===== config.mk =====
export PLATFORM = sky130hd
export DESIGN_NAME = sd_cmd_engine
export DESIGN_NICKNAME = d
export VERILOG_FILES = /design/src/rtl/sd_cmd_pkg.sv /design/src/rtl/sd_cmd_fsm.sv /design/src/rtl/sd_resp_regs.sv /design/src/rtl/sd_status_reg.sv /design/src/rtl/sd_cmd_engine.sv
export SDC_FILE = /design/constraint.sdc
export NUM_CORES = 1
export LEC_CHECK = 0
export ABC_AREA = 1
export BUFFER_PORTS_ARGS = -buffer_cell sky130_fd_sc_hd__buf_2
export CAP_MARGIN = 5
export CORE_MARGIN = 2
export CORE_UTILIZATION = 40
export DETAILED_ROUTE_END_ITERATION = 12
export GPL_ROUTABILITY_DRIVEN = 0
export PLACE_DENSITY = 0.7
export SLEW_MARGIN = 20
export SYNTH_ARGS = -nofsm -noshare
export SYNTH_HDL_FRONTEND = slang
export SYNTH_SLANG_ARGS = --single-unit

===== constraint.sdc =====
create_clock -name clk_i -period 1.6 [get_ports clk_i]
set_input_delay 0.08 -clock clk_i [delete_from_list [all_inputs] [get_ports clk_i]]
set_output_delay 0.08 -clock clk_i [all_outputs]
set_load 0.05 [all_outputs]

===== src/rtl/sd_cmd_pkg.sv =====
`timescale 1ns/1ps
package sd_cmd_pkg;
  localparam int unsigned DATA_W     = 32;
  localparam int unsigned RESP_WORDS = 4;
  localparam int unsigned ADDR_W     = 3;
  localparam int unsigned CMD_W      = 16;
  localparam int unsigned IDX_W      = 6;
  localparam int unsigned ST_W       = 11;

  // command word bit positions
  localparam int unsigned C_LONG  = 9;
  localparam int unsigned C_NORSP = 10;
  localparam int unsigned C_BUSY  = 11;
  localparam int unsigned C_FAIL  = 14;
  localparam int unsigned C_NEW   = 15;
  localparam logic [CMD_W-1:0] CMD_KEEP     = 16'h0EFF;
  localparam logic [CMD_W-1:0] CMD_NEW_MASK = 16'h8000;

  // status bit positions
  localparam int unsigned S_DATA  = 0;
  localparam int unsigned S_FIFO  = 3;
  localparam int unsigned S_CRC7  = 4;
  localparam int unsigned S_CRC16 = 5;
  localparam int unsigned S_CTMO  = 6;
  localparam int unsigned S_RWTMO = 7;
  localparam int unsigned S_SDIO  = 8;
  localparam int unsigned S_BLOCK = 9;
  localparam int unsigned S_BUSYE = 10;
  localparam logic [ST_W-1:0] ST_STICKY = 11'h7F8;

  localparam logic [ADDR_W-1:0] A_CMD   = 3'd0;
  localparam logic [ADDR_W-1:0] A_ARG   = 3'd1;
  localparam logic [ADDR_W-1:0] A_TMO   = 3'd2;
  localparam logic [ADDR_W-1:0] A_RESP0 = 3'd3;
  localparam logic [ADDR_W-1:0] A_STAT  = 3'd7;

  typedef enum logic [1:0] {EN_IDLE, EN_WAIT, EN_BUSY} eng_state_e;
endpackage


===== src/rtl/sd_cmd_fsm.sv =====
`timescale 1ns/1ps
module sd_cmd_fsm
  import sd_cmd_pkg::*;
#(
  parameter int unsigned TMO_W = 32
) (
  input  logic             clk_i,
  input  logic             rst_ni,
  input  logic             launch_i,
  input  logic [CMD_W-1:0] cmd_word_i,
  input  logic [TMO_W-1:0] tmo_start_i,
  input  logic             card_done_i,
  input  logic             card_crc7_err_i,
  input  logic             card_busy_i,
  output logic [CMD_W-1:0] cmd_o,
  output logic             start_o,
  output logic             cap_o,
  output logic             set_crc7_o,
  output logic             set_tmo_o,
  output logic             set_busy_o
);
  eng_state_e       state_q;
  logic [TMO_W-1:0] tmo_q;
  logic [CMD_W-1:0] cmd_q;
  logic             start_q;
  logic             in_wait, want_rsp, rsp_ok;

  assign in_wait    = (state_q == EN_WAIT);
  assign want_rsp   = !cmd_q[C_NORSP];
  assign rsp_ok     = in_wait && card_done_i && !(want_rsp && card_crc7_err_i);
  assign cap_o      = rsp_ok && want_rsp;
  assign set_crc7_o = in_wait && card_done_i && want_rsp && card_crc7_err_i;
  // done wins over expiry in the same cycle
  assign set_tmo_o  = in_wait && !card_done_i && (tmo_q == '0);
  assign set_busy_o = (state_q == EN_BUSY) && !card_busy_i;
  assign cmd_o      = cmd_q;
  assign start_o    = start_q;

  always_ff @(posedge clk_i or negedge rst_ni) begin
    if (!rst_ni) begin
      state_q <= EN_IDLE;
      tmo_q   <= '0;
      cmd_q   <= '0;
      start_q <= 1'b0;
    end else begin
      start_q <= launch_i;
      if (launch_i) begin
        cmd_q   <= (cmd_word_i & CMD_KEEP) | CMD_NEW_MASK;
        tmo_q   <= tmo_start_i;
        state_q <= EN_WAIT;
      end else begin
        case (state_q)
          EN_WAIT: begin
            if (rsp_ok) begin
              if (want_rsp && cmd_q[C_BUSY]) begin
                state_q <= EN_BUSY;
              end else begin
                cmd_q[C_NEW] <= 1'b0;
                state_q      <= EN_IDLE;
              end
            end else if (set_crc7_o || set_tmo_o) begin
              cmd_q[C_NEW]  <= 1'b0;
              cmd_q[C_FAIL] <= 1'b1;
              state_q       <= EN_IDLE;
            end else begin
              tmo_q <= tmo_q - TMO_W'(1);
            end
          end
          EN_BUSY: begin
            if (set_busy_o) begin
              cmd_q[C_NEW] <= 1'b0;
              state_q      <= EN_IDLE;
            end
          end
          default: ;
        endcase
      end
    end
  end

  p_done_clears_new_r2: assert property (@(posedge clk_i) disable iff (!rst_ni)
    (in_wait && card_done_i && !launch_i && (cmd_q[C_NORSP] || !cmd_q[C_BUSY]))
      |=> !cmd_q[C_NEW]);

  p_timeout_fails_r4: assert property (@(posedge clk_i) disable iff (!rst_ni)
    (in_wait && !card_done_i && (tmo_q == '0)) |=> (cmd_q[C_FAIL] && !cmd_q[C_NEW]));

  p_crc7_fails_r5: assert property (@(posedge clk_i) disable iff (!rst_ni)
    (in_wait && card_done_i && card_crc7_err_i && !cmd_q[C_NORSP])
      |=> (cmd_q[C_FAIL] && !cmd_q[C_NEW]));

  p_busy_holds_r8: assert property (@(posedge clk_i) disable iff (!rst_ni)
    ((state_q == EN_BUSY) && card_busy_i) |=> cmd_q[C_NEW]);

  p_launch_clears_fail_r12: assert property (@(posedge clk_i) disable iff (!rst_ni)
    launch_i |=> (start_q && !cmd_q[C_FAIL] && cmd_q[C_NEW]));
endmodule


===== src/rtl/sd_resp_regs.sv =====
`timescale 1ns/1ps
module sd_resp_regs #(
  parameter int unsigned DW = 32,
  parameter int unsigned NW = 4
) (
  input  logic                  clk_i,
  input  logic                  rst_ni,
  input  logic                  cap_i,
  input  logic                  long_i,
  input  logic [NW*DW-1:0]      resp_i,
  output logic [NW-1:0][DW-1:0] resp_o
);
  logic [NW-1:0][DW-1:0] resp_q;

  always_ff @(posedge clk_i or negedge rst_ni) begin
    if (!rst_ni) begin
      resp_q <= '0;
    end else if (cap_i) begin
      for (int i = 0; i < int'(NW); i++) begin
        if (long_i || i == 0) resp_q[i] <= resp_i[i*DW +: DW];
      end
    end
  end

  assign resp_o = resp_q;

  p_short_keeps_upper_r6: assert property (@(posedge clk_i) disable iff (!rst_ni)
    (cap_i && !long_i) |=> (resp_q[NW-1:1] == $past(resp_q[NW-1:1])));

  p_long_low_word_r6: assert property (@(posedge clk_i) disable iff (!rst_ni)
    (cap_i && long_i) |=> (resp_q[0] == $past(resp_i[DW-1:0])));
endmodule


===== src/rtl/sd_status_reg.sv =====
`timescale 1ns/1ps
module sd_status_reg
  import sd_cmd_pkg::*;
(
  input  logic            clk_i,
  input  logic            rst_ni,
  input  logic [ST_W-1:0] set_i,
  input  logic [ST_W-1:0] clr_i,
  input  logic            data_flag_i,
  output logic [ST_W-1:0] status_o
);
  logic [ST_W-1:0] st_q;

  always_ff @(posedge clk_i or negedge rst_ni) begin
    if (!rst_ni) st_q <= '0;
    else         st_q <= ((st_q & ~clr_i) | set_i) & ST_STICKY;
  end

  always_comb begin
    status_o         = st_q;
    status_o[S_DATA] = data_flag_i;
  end

  p_w1c_r9: assert property (@(posedge clk_i) disable iff (!rst_ni)
    (|(clr_i & ~set_i & ST_STICKY)) |=> ((st_q & $past(clr_i & ~set_i & ST_STICKY)) == '0));

  p_set_wins_r9: assert property (@(posedge clk_i) disable iff (!rst_ni)
    (|(set_i & ST_STICKY)) |=> ((st_q & $past(set_i & ST_STICKY)) == $past(set_i & ST_STICKY)));
endmodule


===== src/rtl/sd_cmd_engine.sv =====
`timescale 1ns/1ps
module sd_cmd_engine
  import sd_cmd_pkg::*;
#(
  parameter int unsigned DW = DATA_W
) (
  input  logic                   clk_i,
  input  logic                   rst_ni,
  input  logic [ADDR_W-1:0]      reg_addr_i,
  input  logic                   reg_we_i,
  input  logic [DW-1:0]          reg_wdata_i,
  output logic [DW-1:0]          reg_rdata_o,
  output logic                   card_start_o,
  output logic [IDX_W-1:0]       card_index_o,
  output logic [DW-1:0]          card_arg_o,
  output logic                   card_long_o,
  output logic                   card_noresp_o,
  input  logic                   card_done_i,
  input  logic [RESP_WORDS*DW-1:0] card_resp_i,
  input  logic                   card_crc7_err_i,
  input  logic                   card_busy_i,
  input  logic                   dp_data_flag_i,
  input  logic                   dp_fifo_err_i,
  input  logic                   dp_crc16_err_i,
  input  logic                   dp_rw_tmo_i,
  input  logic                   dp_sdio_ev_i,
  input  logic                   dp_block_ev_i
);
  logic [DW-1:0]                 arg_q, tmo_start_q;
  logic [CMD_W-1:0]              cmd_q;
  logic [RESP_WORDS-1:0][DW-1:0] resp_q;
  logic [ST_W-1:0]               st_set, st_clr, status;
  logic cmd_wr, launch, start, cap, set_crc7, set_tmo, set_busy;

  assign cmd_wr = reg_we_i && (reg_addr_i == A_CMD);
  assign launch = cmd_wr && reg_wdata_i[C_NEW] && !cmd_q[C_NEW];

  always_ff @(posedge clk_i or negedge rst_ni) begin
    if (!rst_ni) begin
      arg_q       <= '0;
      tmo_start_q <= '0;
    end else if (reg_we_i) begin
      if (reg_addr_i == A_ARG) arg_q       <= reg_wdata_i;
      if (reg_addr_i == A_TMO) tmo_start_q <= reg_wdata_i;
    end
  end

  sd_cmd_fsm #(.TMO_W(DW)) u_fsm (
    .clk_i          (clk_i),
    .rst_ni         (rst_ni),
    .launch_i       (launch),
    .cmd_word_i     (reg_wdata_i[CMD_W-1:0]),
    .tmo_start_i    (tmo_start_q),
    .card_done_i    (card_done_i),
    .card_crc7_err_i(card_crc7_err_i),
    .card_busy_i    (card_busy_i),
    .cmd_o          (cmd_q),
    .start_o        (start),
    .cap_o          (cap),
    .set_crc7_o     (set_crc7),
    .set_tmo_o      (set_tmo),
    .set_busy_o     (set_busy)
  );

  sd_resp_regs #(.DW(DW), .NW(RESP_WORDS)) u_resp (
    .clk_i (clk_i),
    .rst_ni(rst_ni),
    .cap_i (cap),
    .long_i(cmd_q[C_LONG]),
    .resp_i(card_resp_i),
    .resp_o(resp_q)
  );

  always_comb begin
    st_set          = '0;
    st_set[S_FIFO]  = dp_fifo_err_i;
    st_set[S_CRC7]  = set_crc7;
    st_set[S_CRC16] = dp_crc16_err_i;
    st_set[S_CTMO]  = set_tmo;
    st_set[S_RWTMO] = dp_rw_tmo_i;
    st_set[S_SDIO]  = dp_sdio_ev_i;
    st_set[S_BLOCK] = dp_block_ev_i;
    st_set[S_BUSYE] = set_busy;
    st_clr = (reg_we_i && reg_addr_i == A_STAT) ? reg_wdata_i[ST_W-1:0] : '0;
  end

  sd_status_reg u_status (
    .clk_i      (clk_i),
    .rst_ni     (rst_ni),
    .set_i      (st_set),
    .clr_i      (st_clr),
    .data_flag_i(dp_data_flag_i),
    .status_o   (status)
  );

  always_comb begin
    reg_rdata_o = '0;
    case (reg_addr_i)
      A_CMD:  reg_rdata_o[CMD_W-1:0] = cmd_q;
      A_ARG:  reg_rdata_o = arg_q;
      A_TMO:  reg_rdata_o = tmo_start_q;
      A_STAT: reg_rdata_o[ST_W-1:0] = status;
      default: begin
        for (int i = 0; i < int'(RESP_WORDS); i++) begin
          if (int'(reg_addr_i) == int'(A_RESP0) + i) reg_rdata_o = resp_q[i];
        end
      end
    endcase
  end

  assign card_start_o  = start;
  assign card_index_o  = cmd_q[IDX_W-1:0];
  assign card_arg_o    = arg_q;
  assign card_long_o   = cmd_q[C_LONG];
  assign card_noresp_o = cmd_q[C_NORSP];

  p_ignore_write_r3: assert property (@(posedge clk_i) disable iff (!rst_ni)
    (cmd_wr && cmd_q[C_NEW]) |=> (cmd_q[CMD_W-3:0] == $past(cmd_q[CMD_W-3:0])));

  p_start_follows_launch_r1: assert property (@(posedge clk_i) disable iff (!rst_ni)
    card_start_o |-> $past(launch));
endmodule


-- After elaboration in Yosys (flattened, before gate mapping)
Cells that the tools add are included.
- flip-flop bits (word level): 248
- input port bits: 175
- output and inout bits: 73
- add/subtract/negate cells: 1
- equal/unequal tests: 14
- mux-type cells: 26
- bitwise operators: 3
- reduce and logical (&&, ||, !) cells: 33
- operators with widths (kind ; number):
    2-to-1 mux 32 bit ; 8
    case mux 16 bit (3 select lines) ; 1
    case mux 11 bit (4 select lines) ; 1
    logical NOT 32 bit ; 1
    subtractor 32 x 1 -> 32 bit, second input constant ; 1
    case mux 5 bit (4 select lines) ; 1
    logical AND 1 bit ; 14
    2-to-1 mux 2 bit ; 7
    equality test 3 bit, second input constant ; 4
    AND 11 bit ; 1
    2-to-1 mux 11 bit ; 1
    inverter 11 bit ; 1
    bitwise OR 11 bit ; 1
    AND reduction 3 bit ; 3
    inequality test 4 x 3 -> 1 bit, second input constant ; 2
    equality test 3 x 2 -> 1 bit, second input constant ; 2
    AND reduction 2 bit ; 3
    logical NOT 1 bit ; 5
    2-to-1 mux 1 bit ; 5
    inequality test 2 x 1 -> 1 bit, second input constant ; 2
    case mux 2 bit (2 select lines) ; 1
    AND reduction 4 bit ; 1
    nonzero test 2 bit ; 2
    equality test 3 x 1 -> 1 bit, second input constant ; 1
    other kinds (8) ; 8

-- Depth between registers and ports, before layout
Gate-level depths: netlist (run 1).
- word-level depth: 9
- depth in mapped cells: 13
- depth with buffers taken out: 11

-- By module
From an unflattened synthesis (run 1), not the netlist that was laid out.
- cells, all modules: 1826
- area, all modules: 13341.5 µm²
- by module, submodules not included (module ; instances ; cells each ; area an instance (µm²) ; sequential area each (µm²)):
    sd_resp_regs ; 1 ; 552 ; 5084.9 ; 3203.1
    sd_cmd_engine ; 1 ; 734 ; 4581.9 ; 1601.5
    sd_cmd_fsm ; 1 ; 496 ; 3328.2 ; 1201.2
    sd_status_reg ; 1 ; 44 ; 346.6 ; 200.2

-- Worst setup path before layout (run 1)
OpenSTA, ideal clock, no wires.
- path type: register -> register
- start point: register u_fsm.tmo_q[0]
- end point: register u_fsm.tmo_q[11]
- library setup time: 0.124 ns
- data arrival time: 1.655 ns
- slack: -0.179 ns
- stages on the path, launching flop included: 14
- clock period less this slack: 1.779 ns
- cells stage by stage: dfrtp_1 inv_1 ha_1 nand2_4 nor2_4 inv_2 nor2_2 nand2_2 nand3_2 inv_2 buf_6 buf_6 nand2_1 nand3_1
- longest elaborated chain between the ends: 5
- elaborated cells on any way between the ends: 10
- those cells by class: 1 x add/sub; 1 x eq/ne; 4 x mux; 4 x reduce/logical
- RTL lines (element ; RTL line ; RTL):
    from (decl) ; sd_cmd_fsm.sv:23 ; logic [TMO_W-1:0] tmo_q;
    from (signal assigned) ; sd_cmd_fsm.sv:49 ; tmo_q <= tmo_start_i;
    from (signal assigned) ; sd_cmd_fsm.sv:66 ; tmo_q <= tmo_q - TMO_W'(1);
    subtractor 32 x 1 -> 32 bit / logical NOT 32 bit (equally long branches) ; sd_cmd_fsm.sv:66, sd_cmd_fsm.sv:34 ;
    2-to-1 mux 32 bit / logical AND 1 bit (equally long branches) ; sd_cmd_fsm.sv:61, sd_cmd_fsm.sv:34 ;
    2-to-1 mux 32 bit / logical OR 1 bit (equally long branches) ; sd_cmd_fsm.sv:54, sd_cmd_fsm.sv:61 ;
    2-to-1 mux 32 bit / inequality test 2 x 1 -> 1 bit (equally long branches) ; - ;
    2-to-1 mux 32 bit / AND reduction 3 bit (equally long branches) ; - ;
Several ways; a longest one is shown, not always the timed one. The select of a mux whose other input is x is not followed.
A chain may end at the register's enable or synchronous reset.

-- Worst setup path after layout (run 1)
- start point: register u_status.st_q[6]
- end point: output reg_rdata_o[6]
- longest elaborated chain between the ends: 1
- RTL lines (element ; RTL line ; RTL):
    from (decl) ; sd_status_reg.sv:12 ; logic [ST_W-1:0] st_q;
    from (signal assigned) ; sd_status_reg.sv:16 ; else st_q <= ((st_q & ~clr_i) | set_i) & ST_STICKY;
    case mux 11 bit (4 select lines) ; sd_cmd_engine.sv:98 ; case (reg_addr_i)
    to (decl) ; sd_cmd_engine.sv:12 ; output logic [DW-1:0] reg_rdata_o,
Every way passes these cells.

==> results of run 1 <==
state kept, by name (all words and copies together), names as in the netlist:
signal / cells
card_arg_o: 32
u_status.st_q: 8
u_fsm.state_q: 2
u_resp.resp_o: 128
u_fsm.tmo_q: 32
u_fsm.cmd_o: 13
tmo_start_q: 32
u_fsm.start_o: 1
where the power goes:
| group | switching (mW) | total [mW] | leakage, nW | internal [mW] |
|---|---|---|---|---|
| clock | 2.79 | 7.09 | 0.481 | 4.30 |
| combinational | 8.30 | 14.8 | 6.91 | 6.50 |
| sequential | 2.27 | 10.9 | 3.21 | 8.61 |
| total | 13.4 | 32.8 | 10.6 | 19.4 |
cell usage after synthesis, types with 2 or more instances:
library cell  count
nor3_1            5
dfrtp_1         248
nand4_1           2
clkbuf_1         48
nor2_4            2
nand3_1         221
nand2_1         635
a221oi_1         33
nand3b_1          5
buf_1             7
nor2_1           57
nor2_2            5
buf_2            29
xnor2_1          13
buf_4             6
o21ai_0          83
inv_1            54
nand3_2           2
buf_6             4
o21ai_1           6
a22o_1            4
a21oi_1          14
xor2_1           12
inv_2             8
nand2_2           2
kinds of logic (layout without fill, tap and decap cells):
kind of cell	Yosys count	in the layout	synth area share (%)
simple gates	940	941	32.9
flops	248	248	52.1
buf+inv	157	782	5.69
compound gates	144	144	7.34
xor+xnor	25	25	1.84
fa+ha+maj	1	1	0.105
other cells	0	4	0
critical path, delay by kind of cell, from the launching register on:
kind	cells	cell delay, ns
flip-flops	1	0.39
AO/OA/AOI/OAI	2	0.37
AND/OR/NAND/NOR	2	0.26
buffers and inverters	1	0.19
cell type report:
cell class | count | area share [%]
inverters | 63 | 1.19
repair buffers | 668 | 28.6
clock buffers | 34 | 3.52
multi-input cells | 1111 | 34.1
clock inverters | 15 | 1.12
flip-flops and latches | 248 | 29.1
diodes | 4 | 0.0468
repair inverters | 2 | 0.0936
well taps | 390 | 2.28
path summary, 6_finish.rpt:
kind	from	end	slack, ns	cells past startpoint
max reg2reg	u_fsm.tmo_q[18]$_DFFE_PN0P_	u_fsm.tmo_q[2]$_DFFE_PN0P_	-0.21	10
max	u_status.st_q[6]$_DFF_PN0_	reg_rdata_o[6]	-0.23	5
min	reg_we_i	tmo_start_q[2]$_DFFE_PN0P_	0.03	4
max in group asynchronous	rst_ni	u_fsm.cmd_o[9]$_DFFE_PN0P_	0.23	3
min reg2reg	u_resp.resp_o[56]$_DFFE_PN0P_	u_resp.resp_o[56]$_DFFE_PN0P_	0.48	2
min in group asynchronous	rst_ni	tmo_start_q[3]$_DFFE_PN0P_	0.18	3
metal layers:
metal  track usage, %  wire length (um)  vias to the layer above
met3             5.17              4590                      259
met2             48.7             25300                      925
li1                 -                 -                     6163
met5                0                 0                        -
met1             39.6             19300                     6934
met4             15.4              3080                        0
stage by stage:
step	worst slack (ns)	utilization, %	total power [mW]
floorplan	-0.00296	-	15.9
global placement	-0.222	49.7	19.3
detailed placement	-0.202	49.7	19.6
CTS	-0.210	67.7	29.5
global route	-0.340	72.5	34.1
finish	-0.229	72.5	32.8
timing repair:
action / 4_1_cts / 5_1_grt
gates resized for setup: 352 / 312
pin swaps: 141 / 112
hold endpoints to repair: 460 / 0
buffers inserted: 68 / 36
endpoints found under the setup margin: 163 / 199
gates cloned: 26 / 5
hold buffers: 174 / 0
==> impl_metrics.ini, run 1 <==
[outcome]
status = complete, but fails checks
violations = negative setup slack

[layout]
final_common_cell = nand2_1
seqCellArea_um2 = 6210
layout_common_cells = 453 x nand2_1, 244 x dfrtp_1, 213 x buf_2, 174 x dlygate4sd3_1, 167 x buf_4
fin_nets = 2297
syn_to_final_growth_pct = 79.5
multi_input_area_um2 = 7300
nFillCells = 1871
layout-drive-gt1-share_pct = 45.5
layoutNonFillerInstCount = 2535
finalInstanceArea_um2 = 21400

[pwr]
leakage_nw = 10.6
peakVddDrop_uv = 816
power_density_nw_per_um2 = 1530

[critical_path]
cp-end-kind = output port
path_class = reg -> out
cp_cell_sequence = nand2_1, o21ai_1, a221oi_2, nand2_1, buf_6
worst-path-max-fanout = 2
cp.required_ns = 1.52
crit_top_cell = nand2_1
critPathMaxStageDelay_ns = 0.39
cp.arrival_ns = 1.75
crit_path_start_kind = flop
slowest_stage = dfrtp_1

[cts]
clock-root-buffer = clkbuf_16
h-tree-depth = 1
clk_pin_slew_ns = 0.06
cts_sinks = 248
cts_made_buffers = 27
clockBufferDepth = 3
cts_tree = built
clkLatencyLatePin_ns = 0.54

[logic_synthesis]
synth_edf_count = 0
syn_inst = 1515
synth.largest_area_cell = dfrtp_1
yosysWarnings = 0
syn_nets = 1691
syn_area_per_cell_um2 = 7.86
yosys.cell_types.count = 35
ys.flop_type = dfrtp_1
synth-seq-area-share_pct = 52.1
synth_top_area_share_pct = 52.1
yosys_register_bits = 248
async_flop_share_pct = 100
synth_area_leaders = dfrtp_1 52%, nand2_1 20%, nand3_1 9.3%, o21ai_0 3.5%, a221oi_1 2.4%
syn_area_um2 = 11900

[timing]
worstMarginPinSlew_ns = 0.748
finalHoldViolations = 0
fin_crit_ns = 1.83
fin_worst_skew_ns = 0.0137
finalHoldWorstSlack_ns = 0.0317
relSlewSlack_pct = 50.0
setup_tns_ns = -17.69
fin_ws_ns = -0.229
setup_violations = 193
slew_viol_final = 0
finalCritPeriodShare_pct = 114
clock.fmax_mhz = 547
rsz0062_at_grt = true

[place]
dpl.hpwl_um = 27000
port_buffers = 247
place_area_um2 = 14600
placed_cells = 2188

[grt]
track_usage_pct = 30.3
grt_max_degree = 78
antenna_found_initial = 4
grt_pass1_vias = 13763
grt_pass1_wl_um = 74300
grt_remaining_overflow = 0

[floorplan]
die_h_um = 177
fp.coreArea_um2 = 29500
start_util_pct = 40.4
die-area_um2 = 31200
die_w_um = 177
io_pins = 248
rows = 63

[detailed_routing]
ant_nets = 0
wl_per_cell_um = 20.6
viasPerCell = 5.63
vias = 14281
drc = 0
dr.pass1.iters = 6
first_iter_violations = 1353
totalWireLength_um = 52300

[flow_run]
maxCapViolations = 0

[min_path]
hold_class = in -> reg
(Power assumes the default switching activity.)
==> run 2: changes to the inputs <==
--- a/config.mk
+++ b/config.mk
@@ -12,7 +12,7 @@
 export CORE_UTILIZATION = 40
 export DETAILED_ROUTE_END_ITERATION = 12
 export GPL_ROUTABILITY_DRIVEN = 0
-export PLACE_DENSITY = 0.7
+export PLACE_DENSITY = 0.67
 export SLEW_MARGIN = 20
 export SYNTH_ARGS = -nofsm -noshare
 export SYNTH_HDL_FRONTEND = slang
==> constraint.sdc (replaced) <==
create_clock -name clk_i -period 2.25 [get_ports clk_i]
set_input_delay 0.1125 -clock clk_i [delete_from_list [all_inputs] [get_ports clk_i]]
set_output_delay 0.1125 -clock clk_i [all_outputs]
set_load 0.05 [all_outputs]
==> run 2 against run 1 <==
Against the previous run:
- the flow now finishes without violations
- non-clock buffer count shrank 212
- core utilization decreased by 17 points
- sequential share of layout area increased by 8.8 points
- clock power shrank 35%
- first-iteration DRC count is 32% lower
- combinational power fell by 59%
- sequential power down 32%
- sequential cell count unchanged
==> impl_metrics.ini, run 2 (same netlist as run 1, synthesis figures left out) <==
[cts]
cts_sinks = 248
cts_resized = 0
clk_pin_slew_ns = 0.06
cts_setup_buffers = 0
clock-root-buffer = clkbuf_16
cts_tree = built
h-tree-depth = 1
cts_made_buffers = 28
clkLatencyLatePin_ns = 0.54
clockBufferDepth = 3

[timing]
rsz0062_at_grt = false
fin_worst_skew_ns = 0.0146
setup_violations = 0
fin_crit_ns = 2.06
relSlewSlack_pct = 34.5
worstMarginPinSlew_ns = 0.982
finalHoldWorstSlack_ns = 0.134
finalCritPeriodShare_pct = 91.4
slew_viol_final = 0
clock.fmax_mhz = 486
finalHoldViolations = 0
fin_ws_ns = 0.194
setup_tns_ns = 0

[layout]
fin_nets = 2083
nFillCells = 2687
layout-drive-gt1-share_pct = 18.4
syn_to_final_growth_pct = 37.6
largest_register_ffs = 128
multi_input_area_um2 = 5060
final_common_cell = nand2_1
layout_common_cells = 632 x nand2_1, 247 x dfrtp_1, 239 x buf_2, 221 x nand3_1, 173 x dlygate4sd3_1
layoutNonFillerInstCount = 2315
seqCellArea_um2 = 6210

[critical_path]
worstReg2RegEnd = u_fsm.tmo_q[6]$_DFFE_PN0P_
cp.required_ns = 2.14
path_class = reg -> out
worst-path-max-fanout = 2
r2r_slack_ns = 0.25
reg2reg_depth = 10
crit_path_start_kind = flop
cp-end-kind = output port
cp.arrival_ns = 1.94
r2r_start = u_fsm.tmo_q[0]$_DFFE_PN0P_

[floorplan]
fp.coreArea_um2 = 29500
rows = 63
start_util_pct = 40.4
die_h_um = 177
die_w_um = 177
die-area_um2 = 31200
io_pins = 248

[min_path]
hold_class = in -> async

[grt]
antenna_found_initial = 3
grt_max_degree = 97
track_usage_pct = 24.8
grt_remaining_overflow = 0
grt_pass1_wl_um = 61800
grt_pass1_vias = 11861

[place]
port_buffers = 247
placed_cells = 2094
dp_slack_ns = 0.259
dpl.hpwl_um = 26000

[detailed_routing]
first_iter_violations = 925
viasPerCell = 5.16
totalWireLength_um = 38800
wl_per_cell_um = 16.8
ant_nets = 0
vias = 11946
drc = 0
dr.pass1.iters = 5

[pwr]
power_density_nw_per_um2 = 1100
leakage_nw = 8.65
peakVddDrop_uv = 613
power_mw = 18.0

[outcome]
status = completed

[flow_run]
maxCapViolations = 0
run 2: cell count changes in the layout (fill, tap and decap cells not counted), moves of 26 or more:
cell	delta
buf_6	-34
nand2_2	-131
a221oi_1	+33
buf_4	-141
nand3_1	+138
buf_12	-28
nand2_1	+179
nor2_1	+28
nand2_4	-47
nand3_2	-106
nand3_4	-32
buf_2	+26
run 2: how the worst max path moves through the flow:
stage | from | endpoint | depth (start not counted) | slack, ns
detailed placement | u_fsm.tmo_q[0]$_DFFE_PN0P_ | u_fsm.tmo_q[6]$_DFFE_PN0P_ | 10 | 0.26
floorplan | u_fsm.tmo_q[0]$_DFFE_PN0P_ | u_fsm.tmo_q[11]$_DFFE_PN0P_ | 13 | 0.47
finish | u_resp.resp_o[21]$_DFFE_PN0P_ | reg_rdata_o[21] | 5 | 0.19
global placement | u_fsm.tmo_q[2]$_DFFE_PN0P_ | u_fsm.tmo_q[27]$_DFFE_PN0P_ | 10 | 0.37
global route | tmo_start_q[3]$_DFFE_PN0P_ | reg_rdata_o[3] | 5 | 0.07
CTS | tmo_start_q[3]$_DFFE_PN0P_ | reg_rdata_o[3] | 5 | 0.21
run 2: layout make-up:
| cell class | count | area share (%) |
|---|---|---|
| Sequential cell | 248 | 37.9 |
| Multi-Input combinational cell | 1110 | 30.9 |
| Timing Repair Buffer | 456 | 21.2 |
| Clock buffer | 38 | 4.88 |
| Tap cell | 390 | 2.98 |
| Inverter | 63 | 1.44 |
| Clock inverter | 7 | 0.694 |
| Antenna cell | 3 | 0.0458 |
run 2: timing repair:
item / CTS / global route
hold buffers: 173 / 0
hold endpoints to repair: 414 / 0
setup endpoints to repair: 0 / 0
run 2: metrics by stage:
step | utilization [%] | instance area (um2)
6_report | 55.6 | 16400
5_1_grt | 55.6 | 16400
3_3_place_gp | 46.6 | 13700
4_1_cts | 55.6 | 16400
3_5_place_dp | 46.6 | 13700
2_1_floorplan | - | 11900
run 2: per-layer routing:
metal / global-route usage [%] / up-vias / wire (um)
met5: 0 / - / 0
met4: 10.4 / 0 / 1510
met3: 3.75 / 110 / 2610
met2: 39.3 / 492 / 18000
met1: 34.1 / 5651 / 16700
li1: - / 5693 / -
run 2: worst max-delay path: stages (launching register included):
cell and delay [ns]:
dfrtp_1 0.39, nand3_1 0.09, nand2_1 0.10, a221oi_1 0.43
nand3_1 0.15, buf_2 0.25
run 2: power breakdown:
part           switching [mW]  internal [mW]  total, mW
Sequential               1.25           6.12       7.37
Clock                    1.80           2.79       4.60
Combinational            3.93           2.09       6.02
Total                    6.98           11.0       18.0
